### src/rtl/supply_fault_supervisor.sv
module supply_fault_supervisor #(
  parameter int CODE_W   = 10,
  parameter int OV_RISE  = 800,
  parameter int OV_HYST  = 40,
  parameter int UV_FALL  = 300,
  parameter int UV_RISE  = 340,
  parameter int POR_FALL = 200,
  parameter int POR_RISE = 240
) (
  input  logic              clk,
  input  logic              rst_n,
  input  logic [CODE_W-1:0] supply_code,
  input  logic              cs_n,
  input  logic              rd_stb,
  input  logic              poll_done,
  output logic              int_n,
  output logic [2:0]        int_stat,
  output logic              uv_stat,
  output logic              ov_stat,
  output logic              oor_flag,
  output logic              por_active,
  output logic              mon_en,
  output logic              poll_restart,
  output logic              baseline_load
);

  localparam logic [CODE_W-1:0] T_OV_HI  = CODE_W'(OV_RISE);
  localparam logic [CODE_W-1:0] T_OV_LO  = CODE_W'(OV_RISE - OV_HYST);
  localparam logic [CODE_W-1:0] T_UV_LO  = CODE_W'(UV_FALL);
  localparam logic [CODE_W-1:0] T_UV_HI  = CODE_W'(UV_RISE);
  localparam logic [CODE_W-1:0] T_POR_LO = CODE_W'(POR_FALL);
  localparam logic [CODE_W-1:0] T_POR_HI = CODE_W'(POR_RISE);

  typedef enum logic [1:0] {S_NORM, S_UV, S_OV, S_POR} band_t;

  band_t st, nxt;
  logic  cs_q, rd_seen, wait_base;
  logic  cs_rise, clr, uv_ev, ov_ev, rec, ssc_ev;

  always_comb begin
    nxt = st;
    if (supply_code < T_POR_LO) nxt = S_POR;
    else begin
      case (st)
        S_POR:  if (supply_code >= T_POR_HI)
                  nxt = (supply_code < T_UV_HI) ? S_UV :
                        (supply_code > T_OV_HI) ? S_OV : S_NORM;
        S_NORM: if (supply_code > T_OV_HI) nxt = S_OV;
                else if (supply_code < T_UV_LO) nxt = S_UV;
        S_UV:   if (supply_code >= T_UV_HI)
                  nxt = (supply_code > T_OV_HI) ? S_OV : S_NORM;
        S_OV:   if (supply_code < T_OV_LO)
                  nxt = (supply_code < T_UV_LO) ? S_UV : S_NORM;
        default: nxt = S_POR;
      endcase
    end
  end

  assign uv_ev   = (nxt != S_POR) && ((st == S_UV) != (nxt == S_UV));
  assign ov_ev   = (nxt != S_POR) && ((st == S_OV) != (nxt == S_OV));
  assign rec     = (nxt == S_NORM) && (st != S_NORM);
  assign ssc_ev  = wait_base && poll_done && (st == S_NORM) && (nxt == S_NORM);
  assign cs_rise = cs_n && !cs_q;
  assign clr     = cs_rise && rd_seen;

  always_ff @(posedge clk or negedge rst_n) begin
    if (!rst_n) begin
      st            <= S_POR;
      int_stat      <= '0;
      cs_q          <= 1'b1;
      rd_seen       <= 1'b0;
      wait_base     <= 1'b0;
      poll_restart  <= 1'b0;
      baseline_load <= 1'b0;
    end else begin
      st            <= nxt;
      cs_q          <= cs_n;
      poll_restart  <= rec;
      baseline_load <= ssc_ev;
      if (nxt == S_POR) int_stat <= '0;
      else int_stat <= (clr ? 3'b000 : int_stat) | {ssc_ev, ov_ev, uv_ev};
      if (cs_rise) rd_seen <= 1'b0;
      else if (rd_stb && !cs_n) rd_seen <= 1'b1;
      if (rec) wait_base <= 1'b1;
      else if (ssc_ev || nxt != S_NORM) wait_base <= 1'b0;
    end
  end

  assign int_n      = ~|int_stat;
  assign oor_flag   = |int_stat[1:0];
  assign uv_stat    = (st == S_UV);
  assign ov_stat    = (st == S_OV);
  assign por_active = (st == S_POR);
  assign mon_en     = (st == S_NORM);

endmodule

### config.mk
export PLATFORM = sky130hd
export DESIGN_NAME = supply_fault_supervisor
export DESIGN_NICKNAME = d
export VERILOG_FILES = /design/src/rtl/supply_fault_supervisor.sv
export SDC_FILE = /design/constraint.sdc
export NUM_CORES = 1
export LEC_CHECK = 0
export BUFFER_PORTS_ARGS = -buffer_cell sky130_fd_sc_hd__buf_2
export CAP_MARGIN = 20
export CORE_AREA = 2 2 39 41
export CTS_CLUSTER_DIAMETER = 30
export DETAILED_ROUTE_END_ITERATION = 10
export DIE_AREA = 0 0 41 43
export GPL_TIMING_DRIVEN = 0
export PLACE_DENSITY = 0.74
export REMOVE_ABC_BUFFERS = 1
export SLEW_MARGIN = 10
export SYNTH_ARGS = -nofsm -noshare
export SYNTH_HDL_FRONTEND = slang
export SYNTH_SLANG_ARGS = --single-unit
export TNS_END_PERCENT = 10
### constraint.sdc
create_clock -name clk -period 3.5 [get_ports clk]
set_input_delay 0.35 -clock clk [delete_from_list [all_inputs] [get_ports clk]]
set_output_delay 0.35 -clock clk [all_outputs]
set_load 0.02 [all_outputs]
==> results of run 1 <==
==> cell usage after synthesis (2+ instances only) <==
cell type and count:
nor3_1 3, nor2_1 9, dfrtp_1 7, nand2_1 6, nor2b_1 2, nand3b_1 2
nand3_1 3, dfstp_2 3, nand2b_1 2, inv_1 2, a21oi_1 4, o21ai_0 5
==> registers in the layout (all words and copies together), names as in the netlist <==
signal and count:
rd_seen 1, poll_restart 1, cs_q 1, int_stat 3, st 2, baseline_load 1
wait_base 1
==> through the flow <==
stage / cells / setup slack, ns / power [mW] / area [um2] / utilization
4_1_cts: 109 / 1.815 / 0.3346 / 748.2 / 0.5407
2_1_floorplan: 63 / 1.925 / 0.2103 / 566.8 / -
3_5_place_dp: 104 / 1.820 / 0.2522 / 711.9 / 0.5145
3_3_place_gp: 104 / 1.853 / 0.2494 / 711.9 / 0.5145
5_1_grt: 109 / 1.685 / 0.3555 / 748.2 / 0.5407
6_report: 109 / 1.822 / 0.3310 / 748.2 / 0.5407
==> area by class of cell <==
type / instances / area share
Inverter: 2 / 0.01003
Sequential cell: 10 / 0.3395
Clock buffer: 4 / 0.03512
Timing Repair Buffer: 26 / 0.1806
Tap cell: 16 / 0.02676
Multi-Input combinational cell: 51 / 0.4080
==> worst register-to-register path: cells and delay by family (launching register included) <==
kind               cells  cell delay [ns]
DFF                    1             0.60
and+or+nand+nor        2             0.55
AOI/OAI and AO/OA      2             0.22
muxes                  1             0.19
==> final timing paths <==
kind	endpoint	slack, ns	depth (start not counted)
worst min-delay path	cs_q	0.21	1
worst max register to register	int_stat[2]	1.82	5
worst max-delay path	int_stat[2]	1.82	5
max in group asynchronous	st[1]	2.75	2
min in group asynchronous	int_stat[0]	0.49	2
worst min register to register	rd_seen	0.52	2
==> routing by layer <==
| layer | vias to the layer above | GRT usage |
|---|---|---|
| met5 | - | 0 |
| met3 | 0 | 0.06283 |
| li1 | 284 | - |
| met4 | 0 | 0.06000 |
| met1 | 263 | 0.2230 |
| met2 | 15 | 0.2625 |
==> power breakdown <==
part,internal (mW),switching [mW],total (mW)
logic,0.0410,0.0647,0.106
clock network,0.0439,0.0365,0.0804
registers,0.134,0.0112,0.145
total,0.219,0.112,0.331
==> logic make-up after synthesis <==
logic type | share of synthesized area
xor+xnor | 0.01546
compound gates | 0.1832
mux | 0.01766
flops | 0.4481
buf+inv | 0.01325
simple gates | 0.3223
==> metrics.md, run 1 <==
| Metric | Value |
|---|---|
| Status | `finished clean` |
| Commonest non-fill, non-tap cell in the layout | `buf_2` |
| Dominant cell type by area after synthesis | `dfrtp_1` |
| Peak supply drop | `0.1853 mV` |
| Max frequency | `595.9 MHz` |
| Inserted Clock Buffers | `3` |
| Mapped Avg Cell Area | `8.997 um2` |
| R2r startpoint | `st[0]` |
| Total I/O pin count | `26` |
| Met3 wire length | `61 um` |
| Sequential Area | `254.0 um2` |
| Clk sink count | `10` |
| Post-synthesis sequential area ratio | `0.4481` |
| Area of the multi-input gates | `305.3 um2` |
| DR DRC count | `0` |
| CTS H-tree lvls | `1` |
| Power Density | `442.4 mW/mm2` |
| Post-CTS setup buffer count | `0` |
| WL met1 | `548 um` |
| Pre-Repair DR Iteration Count | `4` |
| Final Slew Violations | `0` |
| Layout cells sized above 1 | `0.3978` |
| Maximum clock path buffer count | `2` |
| Crit path largest cell delay | `0.60 ns` |
| First-pass GRT wire length | `2090 um` |
| Max Used Layer | `met3` |
| Most frequent cells in the layout | `buf_2, nor2_1, dfrtp_1, nand2_1, o21ai_0` |
| Final ANT Viol Nets | `0` |
| DR vias/cell | `5.156` |
| CTS Hold Bufs | `1` |
| Worst setup EP type | `flop` |
| Final critical-path share of the clock period | `0.4794` |
| Area Growth Syn to Fin | `32.01%` |
| Tmin final | `1.678 ns` |
| Hold WC Path Type | `primary input to flop` |
| Area contributors post-synth | `dfrtp_1, dfstp_2, nor2_1` |
| Drt wl/cell | `11.37 um` |
| Die height | `43 um` |
| Synth top area share | `0.3091` |
| Crit path max fanout | `9` |
| Clock root cell | `clkbuf_4` |
| WP buf/inv | `0` |
| Synthesized area | `566.8 um2` |
| Yosys warning count | `0` |
| PostCTS Resize Cnt | `0` |
| Detail Placement HPWL | `957.6 um` |
| Worst-Margin Slew | `0.3603 ns` |
| Largest net degree at the start of global routing | `11` |
| CTS tree | `built` |
| Final WL | `1239 um` |
| WS Path Type | `flop to flop` |
| Worst EP required | `3.64 ns` |
| Aggregate global-route resource usage | `0.1743` |
| # setup viols final | `0` |
| I/O Buffers | `25` |
| Synth cell types | `27` |
| Initial antenna violation count | `0` |
| # rows | `14` |
| Static leakage | `0.3685 nW` |
| Fillers | `142` |
| CP top delay family | `flip-flops` |
| Flop and latch count out of synthesis | `10` |
| Fin nets | `109` |
| Max-Cap Viols | `0` |
| Hold WS | `0.2092 ns` |
| Skew final | `0.004497 ns` |
| Cell Chain, Critical Path | `or3b_1 -> mux2i_1 -> a221oi_2 -> nor2_1 -> o22ai_1` |
| Core area | `0.001384 mm2` |
| Ys async rst share | `1.000` |
| Setup TNS | `0 ns` |
| Post-synth EDFFs | `0` |
| Global placement routability congestion | `0.8116` |
| Via Count | `562` |
| Metal2 WL | `628 um` |
| Initial Utilization | `0.4096` |
| Crit start category | `flop` |
| Worst Path Arrival | `1.82 ns` |
| Top_reg_cell synth | `dfrtp_1` |
| Setup repair after global routing missed its margin | `false` |
| Die ar. | `0.001763 mm2` |
| Hold path start | `cs_n` |
| Total grt overflow | `0` |
| Worst rel slew slack | `0.7598` |
| Crit path launch | `st[0]` |
| Clk Latency, worst-skew pair | `0.26 ns` |
| 1st-iter DRT viols | `11` |
| Cell count after synthesis | `63` |
| Final Hold Fails | `0` |
| Vias in the first global route | `525` |
| Die width | `41 um` |
| Ant diodes | `0` |
| Clk pin slew, worst setup/hold paths | `0.06 ns` |
| Slowest CP cell | `dfstp_2` |
(Power assumes the default switching activity.)
==> run 2, diff against run 1 <==
clock period = 1.63 ns   (was 3.5 ns; I/O delays follow)
==> run 2 against run 1 <==
- the flow now finishes with violations (negative setup slack)
- final cell count is 1.8% higher
- register-to-register slack worse by 1.8 ns
- power is 120% higher
- die area stayed put
- via count is 2.1% higher
- critical path type unchanged
- critical endpoint unchanged
- largest power group unchanged
==> metrics.md, run 2 (synthesized netlist as in run 1, its figures left out) <==
| Metric | Value |
|---|---|
| Status | `complete, but fails checks` |
| Violated checks | `negative setup slack` |
| Fin worst setup slack | `-0.01418 ns` |
| Final critical-path share of the clock period | `1.009` |
| Commonest non-fill, non-tap cell in the layout | `buf_2` |
| Layout cells sized above 1 | `0.4105` |
| Final Slew Violations | `0` |
| Setup repair after global routing missed its margin | `true` |
| Skew final | `0.005803 ns` |
| Static leakage | `0.3783 nW` |
| Clk pin slew, worst setup/hold paths | `0.06 ns` |
| Global placement routability congestion | `0.8116` |
| Total I/O pin count | `26` |
| Peak supply drop | `0.3951 mV` |
| Total power draw | `716.8 uW` |
| Cell Chain, Critical Path | `or3b_1 -> mux2i_1 -> a221oi_2 -> nor2_1 -> o22ai_1` |
| Most frequent cells in the layout | `buf_2, nor2_1, dfrtp_1, nand2_1, o21ai_0` |
| Dpl ws | `-0.05012 ns` |
| Worst rel slew slack | `0.7665` |
| Worst hold path depth | `1` |
| Worst EP required | `1.77 ns` |
| Hold path start | `cs_n` |
| Drt wl/cell | `11.41 um` |
| Initial Utilization | `0.4096` |
| DR vias/cell | `5.171` |
| I/O Buffers | `25` |
| Setup TNS | `-0.01418 ns` |
| 1st-iter DRT viols | `11` |
| PostCTS Resize Cnt | `0` |
| Tmin final | `1.644 ns` |
| Inserted Clock Buffers | `3` |
| Final ANT Viol Nets | `0` |
| Crit path max fanout | `7` |
| M1 GR Usage | `0.2230` |
| Area Growth Syn to Fin | `34.66%` |
| Reg2reg setup slack | `-0.01 ns` |
| Worst r2r dst | `int_stat[2]` |
| Crit path largest cell delay | `0.57 ns` |
| Crit path launch | `st[0]` |
| Core area | `0.001384 mm2` |
| CTS tree | `built` |
| Max reg flops | `3` |
| R2r startpoint | `st[0]` |
| Crit start category | `flop` |
| Hold WS | `0.02443 ns` |
| Worst Path Arrival | `1.78 ns` |
| Max-Cap Viols | `0` |
| Largest net degree at the start of global routing | `11` |
| Gr busiest metal | `met2` |
| Worst-Margin Slew | `0.3502 ns` |
| Total grt overflow | `0` |
| Final WL | `1267 um` |
| Detail Placement HPWL | `957.6 um` |
| Slowest CP cell | `dfstp_2` |
| Power Density | `939.2 mW/mm2` |
| Cells on worst reg2reg path | `5` |
| Clk Latency, worst-skew pair | `0.26 ns` |
| M3 GR Usage | `0.06283` |
| WP buf/inv | `0` |
| DR DRC count | `0` |
| # setup viols final | `1` |
| Initial antenna violation count | `0` |
| Hold WC Path Type | `primary input to flop` |
| Biggest regs | `int_stat x3, st x2` |
| Max frequency | `608.2 MHz` |
| Clock root cell | `clkbuf_4` |
| Biggest register | `int_stat` |
| Die height | `43 um` |
| Aggregate global-route resource usage | `0.1774` |
| CP top delay family | `flip-flops` |
| Core Util, Final | `0.5515` |
| CTS H-tree lvls | `1` |
| Met2 usage | `0.2719` |
| WS Path Type | `flop to flop` |
| Maximum clock path buffer count | `2` |
| # rows | `14` |
| Final Hold Fails | `0` |
| First-pass GRT wire length | `2132 um` |
| Ant diodes | `0` |
| Vias in the first global route | `534` |
| Worst setup EP type | `flop` |
| Via Count | `574` |
| Die width | `41 um` |
| Pre-Repair DR Iteration Count | `4` |
| Hold endpoint | `cs_q` |
| Die ar. | `0.001763 mm2` |
| Clk sink count | `10` |
| Fin nets | `111` |
[run 2: cell count changes in the layout (fill, tap and decap cells not counted)]
cell	previous run	this run
buf_4	0	2
[run 2: repair_timing]
action,4_1_cts,5_1_grt
cloned,0,0
endpoints found under the hold margin,10,0
pin swaps,2,0
setup buffers,2,0
endpoints found under the setup margin,3,6
hold buffers,1,0
[run 2: cell type report]
type	count	area, um2
clock buffer	4	26.28
fill	139	620.6
inverter	2	7.507
multi-input combinational	51	305.3
sequential	10	254.0
tap	16	20.02
timing repair buffer	28	150.1
[run 2: where the power goes]
group | internal, mW | switching, mW | leakage, nW | total (mW)
logic | 0.0941 | 0.142 | 0.245 | 0.236
registers | 0.287 | 0.0230 | 0.118 | 0.310
clock network | 0.0942 | 0.0770 | 0.0150 | 0.171
[run 2: metal layers]
layer | vias up | part of all wire
li1 | 288 | -
met1 | 271 | 0.44
met2 | 15 | 0.51
met3 | 0 | 0.049
met4 | 0 | 0
met5 | - | 0
[run 2: worst max path at each step]
| stage | to | slack (ns) | cells past startpoint |
|---|---|---|---|
| 2_1_floorplan | int_stat[2] | 0.05 | 5 |
| 3_3_place_gp | int_stat[2] | -0.002 | 5 |
| 3_5_place_dp | int_stat[2] | -0.05 | 5 |
| 4_1_cts | int_stat[2] | -0.001 | 5 |
| 5_1_grt | int_stat[2] | -0.14 | 5 |
| 6_report | int_stat[2] | -0.01 | 5 |
[run 2: per-stage QoR]
| step | cell area (um2) | std cells |
|---|---|---|
| 3_5_place_dp | 711.9 | 104 |
| 2_1_floorplan | 566.8 | 63 |
| 6_report | 763.2 | 111 |
| 5_1_grt | 763.2 | 111 |
| 4_1_cts | 763.2 | 111 |
| 3_3_place_gp | 711.9 | 104 |
